[config.mk]
export PLATFORM = sky130hd
export DESIGN_NAME = dest_addr_filter
export DESIGN_NICKNAME = d
export VERILOG_FILES = /design/src/rtl/dfilt_pkg.sv /design/src/rtl/dfilt_byte_seq.sv /design/src/rtl/dfilt_crc_hash.sv /design/src/rtl/dfilt_addr_match.sv /design/src/rtl/dest_addr_filter.sv
export SDC_FILE = /design/constraint.sdc
export NUM_CORES = 1
export LEC_CHECK = 0
export ABC_AREA = 0
export BUFFER_PORTS_ARGS = -buffer_cell sky130_fd_sc_hd__buf_2
export CORE_MARGIN = 1.5
export CORE_UTILIZATION = 50
export CTS_BUF_LIST = sky130_fd_sc_hd__clkbuf_4
export DETAILED_ROUTE_END_ITERATION = 8
export PLACE_DENSITY_LB_ADDON = 0.3
export SYNTH_ARGS = -nofsm -noshare
export SYNTH_HDL_FRONTEND = slang
export SYNTH_HIERARCHICAL = 1
export SYNTH_SLANG_ARGS = --single-unit
[constraint.sdc]
create_clock -name clk -period 6.7 [get_ports clk]
set_input_delay 0.67 -clock clk [delete_from_list [all_inputs] [get_ports clk]]
set_output_delay 0.67 -clock clk [all_outputs]
set_load 0.01 [all_outputs]
[src/rtl/dfilt_pkg.sv]
package dfilt_pkg;
  localparam logic [31:0] CRC32_POLY = 32'h04C11DB7;

  typedef enum logic [1:0] {
    KIND_UNICAST = 2'd0,
    KIND_BCAST   = 2'd1,
    KIND_HASHED  = 2'd2
  } addr_kind_e;
endpackage

[src/rtl/dfilt_byte_seq.sv]
module dfilt_byte_seq #(
  parameter int ADDR_BYTES = 6,
  localparam int IDX_W = (ADDR_BYTES > 1) ? $clog2(ADDR_BYTES) : 1
) (
  input  logic             clk,
  input  logic             rst_n,
  input  logic             step,
  output logic [IDX_W-1:0] idx,
  output logic             first,
  output logic             last
);
  assign first = (idx == '0);
  assign last  = (idx == IDX_W'(ADDR_BYTES - 1));

  always_ff @(posedge clk or negedge rst_n) begin
    if (!rst_n)
      idx <= '0;
    else if (step)
      idx <= last ? '0 : idx + 1'b1;
  end
endmodule

[src/rtl/dfilt_crc_hash.sv]
module dfilt_crc_hash #(
  parameter int          CRC_W     = 32,
  parameter logic [31:0] POLY      = dfilt_pkg::CRC32_POLY,
  parameter int          HASH_BITS = 6
) (
  input  logic                 clk,
  input  logic                 rst_n,
  input  logic                 step,
  input  logic                 last,
  input  logic [7:0]           byte_in,
  output logic [HASH_BITS-1:0] hash_idx
);
  logic [CRC_W-1:0] crc_q, crc_d;

  // Bit-serial update, bit 0 of the byte first.
  always_comb begin
    crc_d = crc_q;
    for (int b = 0; b < 8; b++) begin
      if (crc_d[CRC_W-1] ^ byte_in[b])
        crc_d = {crc_d[CRC_W-2:0], 1'b0} ^ POLY[CRC_W-1:0];
      else
        crc_d = {crc_d[CRC_W-2:0], 1'b0};
    end
  end

  assign hash_idx = crc_d[CRC_W-1 -: HASH_BITS];

  always_ff @(posedge clk or negedge rst_n) begin
    if (!rst_n)
      crc_q <= '1;
    else if (step)
      crc_q <= last ? '1 : crc_d;
  end
endmodule

[src/rtl/dfilt_addr_match.sv]
module dfilt_addr_match #(
  parameter int ADDR_BYTES = 6,
  localparam int IDX_W  = (ADDR_BYTES > 1) ? $clog2(ADDR_BYTES) : 1,
  localparam int ADDR_W = 8 * ADDR_BYTES
) (
  input  logic              clk,
  input  logic              rst_n,
  input  logic              step,
  input  logic              first,
  input  logic [IDX_W-1:0]  idx,
  input  logic [7:0]        byte_in,
  input  logic [ADDR_W-1:0] station,
  output dfilt_pkg::addr_kind_e kind,
  output logic              uni_hit
);
  logic grp_q, uni_q, bc_q;
  logic grp_d, uni_d, bc_d;
  logic [7:0] st_byte;

  assign st_byte = station[8*int'(idx) +: 8];
  assign grp_d   = first ? byte_in[0] : grp_q;
  assign uni_d   = (first | uni_q) & (byte_in == st_byte);
  assign bc_d    = (first | bc_q) & (&byte_in);
  assign uni_hit = uni_d;

  always_comb begin
    if (!grp_d)     kind = dfilt_pkg::KIND_UNICAST;
    else if (bc_d)  kind = dfilt_pkg::KIND_BCAST;
    else            kind = dfilt_pkg::KIND_HASHED;
  end

  always_ff @(posedge clk or negedge rst_n) begin
    if (!rst_n) begin
      grp_q <= 1'b0;
      uni_q <= 1'b0;
      bc_q  <= 1'b0;
    end else if (step) begin
      grp_q <= grp_d;
      uni_q <= uni_d;
      bc_q  <= bc_d;
    end
  end
endmodule

[src/rtl/dest_addr_filter.sv]
module dest_addr_filter #(
  parameter int ADDR_BYTES = 6,
  parameter int HASH_BITS  = 6,
  localparam int ADDR_W = 8 * ADDR_BYTES,
  localparam int MASK_W = 1 << HASH_BITS,
  localparam int IDX_W  = (ADDR_BYTES > 1) ? $clog2(ADDR_BYTES) : 1
) (
  input  logic              clk,
  input  logic              rst_n,
  input  logic              in_valid,
  output logic              in_ready,
  input  logic [7:0]        in_byte,
  output logic              dec_valid,
  input  logic              dec_ready,
  output logic              dec_accept,
  input  logic [ADDR_W-1:0] station_addr,
  input  logic [MASK_W-1:0] hash_mask,
  input  logic              promisc,
  input  logic              loop_en,
  input  logic              loop_internal
);
  logic                 take, last_take, first, last, uni_hit, verdict;
  logic [IDX_W-1:0]     idx;
  logic [HASH_BITS-1:0] hash_idx;
  dfilt_pkg::addr_kind_e kind;

  assign in_ready  = !(last && dec_valid && !dec_ready);
  assign take      = in_valid && in_ready;
  assign last_take = take && last;

  dfilt_byte_seq #(.ADDR_BYTES(ADDR_BYTES)) u_seq (
    .clk(clk), .rst_n(rst_n), .step(take),
    .idx(idx), .first(first), .last(last)
  );

  dfilt_crc_hash #(.HASH_BITS(HASH_BITS)) u_crc (
    .clk(clk), .rst_n(rst_n), .step(take), .last(last),
    .byte_in(in_byte), .hash_idx(hash_idx)
  );

  dfilt_addr_match #(.ADDR_BYTES(ADDR_BYTES)) u_match (
    .clk(clk), .rst_n(rst_n), .step(take), .first(first), .idx(idx),
    .byte_in(in_byte), .station(station_addr),
    .kind(kind), .uni_hit(uni_hit)
  );

  // Loopback block outranks promiscuous, which outranks the address rules.
  always_comb begin
    if (loop_en && loop_internal) verdict = 1'b0;
    else if (promisc)             verdict = 1'b1;
    else begin
      unique case (kind)
        dfilt_pkg::KIND_UNICAST: verdict = uni_hit;
        dfilt_pkg::KIND_BCAST:   verdict = 1'b1;
        default:                 verdict = hash_mask[hash_idx];
      endcase
    end
  end

  always_ff @(posedge clk or negedge rst_n) begin
    if (!rst_n) begin
      dec_valid  <= 1'b0;
      dec_accept <= 1'b0;
    end else if (last_take) begin
      dec_valid  <= 1'b1;
      dec_accept <= verdict;
    end else if (dec_ready) begin
      dec_valid  <= 1'b0;
    end
  end
endmodule

* Word-level counts from Yosys, hierarchy flattened
Index checks and enable logic that the tools add are counted.
** Word-level totals
- Flip-flop bits (word level) :: 40
- Input bits :: 127
- Output and inout bits :: 3
- Logic and storage cells :: 64
** Operators by class
- Add/sub/neg operators :: 1
- Magnitude comparators :: 1
- Equal/unequal tests :: 3
- Shift-type cells :: 1
- Multiplexer cells :: 20
- Bitwise operators :: 20
- Reduce and logical (&&, ||, !) cells :: 11
** Operators with widths (number)
- 27-bit two-way mux :: 8
- 14-bit NOT :: 8
- 48-bit by 7-bit indexed part select with 8-bit output :: 1
- 32-bit two-way mux :: 1
- 8-bit == test :: 1
- 8-bit AND reduction :: 1
- 1-bit bitwise XOR :: 8
- 6-bit by 7-bit < comparator with 1-bit output (second input constant) :: 1
- 1-bit binary-select mux with 6-bit select :: 1
- 1-bit two-way mux :: 6
- 1-bit logical AND :: 5
- 2-bit two-way mux :: 2
- 3-bit by 1-bit adder with 3-bit output (second input constant) :: 1
- 3-bit == test (second input constant) :: 1
- 3-bit zero test :: 1
- 3-bit two-way mux :: 1
- 1-bit bitwise AND :: 2
- 2-bit by 1-bit == test with 1-bit output (second input constant) :: 1
- 1-bit zero test :: 2
- 2-bit zero test :: 1
- 1-bit bitwise OR :: 2
- 1-bit case mux with 2 select lines :: 1
- 2-bit nonzero test :: 1

* Depth between registers and ports, before layout
- Depth in word-level cells :: 21
- Gate-level depth with buffers :: 13
- Depth with buffers taken out :: 11

* Hierarchy
The synthesis kept the hierarchy.
** By module, submodules not included
- dfilt_crc_hash :: times used 1, cells an instance 162, area each 2127.0 µm²
- dest_addr_filter :: times used 1, cells an instance 60, area each 742.0 µm²
- dfilt_addr_match :: times used 1, cells an instance 76, area each 728.2 µm²
- dfilt_byte_seq :: times used 1, cells an instance 11, area each 137.6 µm²

* Worst setup path before layout
No wires, ideal clock.
- Path type :: input to register
- Start :: in in_byte[3]
- End :: reg dec_accept
- Library setup time :: 0.130 ns
- Arrival time :: 3.233 ns
- Data required time :: 6.570 ns
- Path slack :: 3.337 ns
- Cell stages on the path :: 10
- Cell sequence :: xnor2_2 xnor2_2 xnor3_1 inv_1 buf_6 buf_12 mux4_1 mux4_2 mux2i_1 o211ai_1
** On the way
- Elaborated cells between the ends (all ways) :: 22
- Those cells by class :: eq/ne (2); mux (12); bitwise (6); reduce/logical (2)
** RTL lines
- from (decl) :: line dest_addr_filter.sv:12 : input logic [7:0] in_byte,
- 1-bit bitwise XOR (*) :: line dfilt_crc_hash.sv:19 : if (crc_d[CRC_W-1] ^ byte_in[b])
- 27-bit two-way mux (*) (3 in a row) :: line dfilt_crc_hash.sv:19
- 14-bit NOT (no source line)
- 27-bit two-way mux (*) :: line dfilt_crc_hash.sv:19
- named net hash_idx[1] :: line dest_addr_filter.sv:24 : logic [HASH_BITS-1:0] hash_idx;
- 1-bit binary-select mux with 6-bit select (*) :: line dest_addr_filter.sv:55 : default: verdict = hash_mask[hash_idx];
- 1-bit two-way mux (implied by the code) (*) :: line dest_addr_filter.sv:55
- 1-bit case mux with 2 select lines (*) :: line dest_addr_filter.sv:52 : unique case (kind)
- 1-bit two-way mux (*) :: line dest_addr_filter.sv:50 : else if (promisc) verdict = 1'b1;
- 1-bit two-way mux (*) :: line dest_addr_filter.sv:49 : if (loop_en && loop_internal) verdict = 1'b0;
- to (signal assigned) :: line dest_addr_filter.sv:66 : dec_accept <= verdict;
- to (decl) :: line dest_addr_filter.sv:15 : output logic dec_accept,
The timed path passes the listed nets; every way through them passes the cells marked *. The select of a mux whose other input is x is not followed.
A chain may end at the register's enable or synchronous reset.

* Final worst setup path
Ends and elaborated chain as after synthesis.

==> impl_summary.txt <==
----------------------------------------------------
[GRT]
  Global-route wire length before repair ... 13.4 mm
  Total GRT Usage ... 0.223
  Antenna violations before repair ... 0
  GRT Residual Overflow ... 0
  Vias in the first global route ... 2823
  Largest net degree at the start of global routing ... 41

[Timing]
  Final-report setup violation count ... 0
  Clock Skews ... 0.0182 ns
  Clock period minus worst slack ... 3.73 ns
  Setup repair after global routing missed its margin ... false
  Highest clock frequency the design can meet ... 268 MHz
  Final Max Tran Viols ... 0
  Setup tns final ... 0 ns
  Pin slew with the least headroom to its limit ... 0.983 ns
  Slew HR ... 0.341
  Worst slack on hold paths ... 0.437 ns
  Share of the cycle needed by the critical path after routing ... 0.557
  Final hold violations ... 0

[Placement]
  Cell Area, Placed ... 0.00439 sq mm
  Final HPWL from detailed placement ... 6.42 mm
  Quantity of I/O buffers inserted on ports ... 129
  Gp weighted congestion ... 0.835

[Setup path]
  Worst EP required ... 6.94 ns
  Crit-path most repeated cell ... sky130_fd_sc_hd__xnor2_2
  Longest individual stage delay on the worst path ... 0.64 ns
  Worst Path Buf+Inv ... 2
  Kind of end point of the critical path ... flop
  Category of the most critical setup path ... input pin to flop
  CP max FO ... 18
  Arrival time at the worst endpoint ... 3.97 ns
  Critical path's slowest cell ... sky130_fd_sc_hd__mux4_1
  Kind of cell adding the most delay to the critical path ... multiplexers
  Startpoint class of the critical path ... input pin
  Ordered list of cells on the worst path ... buf_2 > xnor2_2 > xnor2_2 > xnor3_1 > inv_1 > mux4_1 > mux4_2 > mux2i_1 > o211ai_1

[CTS]
  Inserted Clock Buffers ... 5
  Post-cts resize count ... 0
  Total number of clock tree sinks ... 40
  # Post-CTS Setup Buffers ... 0
  Total number of H-tree levels ... 2
  Clock Root Buffer ... sky130_fd_sc_hd__clkbuf_4
  Number of hold buffers added after CTS ... 0
  Source-to-sink clock delay at the later pin of the worst-skew pair ... 0.36 ns
  Maximum clock path buffer count ... 2
  CTS tree ... yes
  Clock transition at path regs ... 0.13 ns

[Die]
  Core area ... 0.00725 sq mm
  Initial Util ... 0.515
  I/O pin total ... 130
  Floorplan die area ... 0.00800 sq mm
  Die outline height ... 89.4 um
  Horiz. Die Dim ... 89.4 um
  Standard-cell rows ... 31

[Detailed routing]
  Count of nets left with antenna violations after detail routing ... 0
  Number of detailed-routing iterations run before antenna repair ... 4
  Drt initial violations ... 158
  Routed wire length per instance ... 15.8 um
  Via/cell ratio ... 5.37
  Final Routed Wirelength ... 8.34 mm
  Overall via count from detail_route ... 2835
  Number of design rule violations left after detail routing ... 0

[Logic synthesis]
  Dominant cells by area after synthesis ... sky130_fd_sc_hd__dfstp_2, sky130_fd_sc_hd__xnor3_1, sky130_fd_sc_hd__mux4_1
  Share of synthesized area occupied by flip-flops and latches ... 0.279
  Top-area cell type share of the netlist area ... 0.225
  Yosys top cell by area ... sky130_fd_sc_hd__dfstp_2
  Synth unique cells ... 51
  Synth Register Bits ... 40
  Warnings from Yosys ... 6
  Mean instance size in the synthesized netlist ... 12.1 sq um
  Synthesized netlist net count ... 436
  Post-Syn Instances ... 309
  Post-synth design cell area ... 0.00373 sq mm

[Run]
  Total of max-cap violations ... 0

[Power and ir drop]
  Power density normalized to cell area ... 734 mW/mm^2
  Standby leakage power ... 2.07 nW
  Maximum vdd drop ... 0.428 mV

[Final layout]
  Most common cell after layout, fill and taps aside ... sky130_fd_sc_hd__buf_2
  Antenna diode instance count ... 0
  Synthesis-to-finish area growth ... 19.0%
  Fraction of final layout cells sized beyond drive strength 1 ... 0.487
  Net total in the final layout ... 555
  Non-Filler Cell Area, Final ... 0.00444 sq mm
  Highest-count cells in the layout ignoring fill and taps ... sky130_fd_sc_hd__buf_2, sky130_fd_sc_hd__nor2_1, sky130_fd_sc_hd__dfstp_2, sky130_fd_sc_hd__xnor2_1, sky130_fd_sc_hd__a21oi_1

[Hold path]
  Worst min-delay path class ... input pin to async pin

[Outcome]
  Result of the run ... finished clean

----------------------------------------------------
[synth_stat cells, drive strengths merged]
master / n
a21oi: 25
o2111ai: 1
nand2: 9
and3: 1
a2111o: 1
nand3b: 1
xor2: 15
nor2b: 4
xnor3: 17
mux2i: 21
and2: 1
mux2: 10
nor3b: 1
nand2b: 2
dfstp: 32
or4: 1
and3b: 1
buf: 8
nand4: 3
a22oi: 3
o211ai: 2
inv: 5
a211o: 1
o31a: 1
xnor2: 43
nor4: 1
o22a: 9
o21ai: 7
nor2: 35
o31ai: 1
nand3: 1
a31oi: 1
dfrtp: 8
xor3: 2
a221oi: 2
clkbuf: 10
nor3: 3
mux4: 20
[sequential cells by signal, summed over array words and instances (netlist names)]
register       flops
u_seq/idx          3
u_match/bc_q       1
u_match/grp_q      1
u_match/uni_q      1
dec_valid          1
dec_accept         1
u_crc/crc_q       32
[path summary, 6_finish.rpt]
check / start / end / slack (ns) / depth (start not counted)
worst min register to register: u_match/uni_q / u_match/uni_q / 0.51 / 2
worst min-delay path: rst_n / u_seq/idx[0] / 0.44 / 1
min in group clk: u_match/uni_q / u_match/uni_q / 0.51 / 2
max in group asynchronous: rst_n / u_match/uni_q / 5.70 / 1
worst max-delay path: in_byte[3] / dec_accept / 2.97 / 9
worst max register to register: u_crc/crc_q[28] / dec_accept / 3.07 / 8
[metrics by stage]
| stage | std cells | total power (W) | utilization | worst slack, ns |
|---|---|---|---|---|
| 2_1_floorplan | 309 | 0.00290 | - | 3.34 |
| 3_3_place_gp | 520 | 0.00312 | 0.606 | 2.75 |
| 3_5_place_dp | 520 | 0.00316 | 0.606 | 2.60 |
| 4_1_cts | 528 | 0.00330 | 0.613 | 2.98 |
| 5_1_grt | 528 | 0.00353 | 0.613 | 2.86 |
| 6_report | 528 | 0.00326 | 0.613 | 2.97 |
[per-layer routing]
metal | GRT usage | part of all wire | vias to the layer above
li1 | - | - | 1375
met1 | 0.264 | 0.42 | 1339
met2 | 0.414 | 0.51 | 114
met3 | 0.0332 | 0.057 | 7
met4 | 0.0713 | 0.013 | 0
met5 | 0 | 0 | -
[where the power goes]
| group | switching (W) | internal, W |
|---|---|---|
| clock network | 0.0000799 | 0.0000386 |
| registers | 0.000136 | 0.000439 |
| logic | 0.00107 | 0.00150 |
[area by class of cell]
type                       count  area [sq um]
fill                         626          2810
multi-input combinational    246          2560
sequential                    40          1040
timing repair buffer         130           653
tap                           99           124
clock buffer                   5          37.5
inverter                       5          18.8
clock inverter                 3          13.8
[logic make-up after synthesis]
| family | count (synthesis) | synth area share |
|---|---|---|
| xor gates and xnor gates | 77 | 0.287 |
| and+or+nand+nor | 64 | 0.0801 |
| muxes | 51 | 0.218 |
| buffers and inverters | 23 | 0.0395 |
| AOI/OAI and AO/OA | 54 | 0.0961 |
| DFF | 40 | 0.279 |
Note: power is estimated with default switching activity, not from simulation.
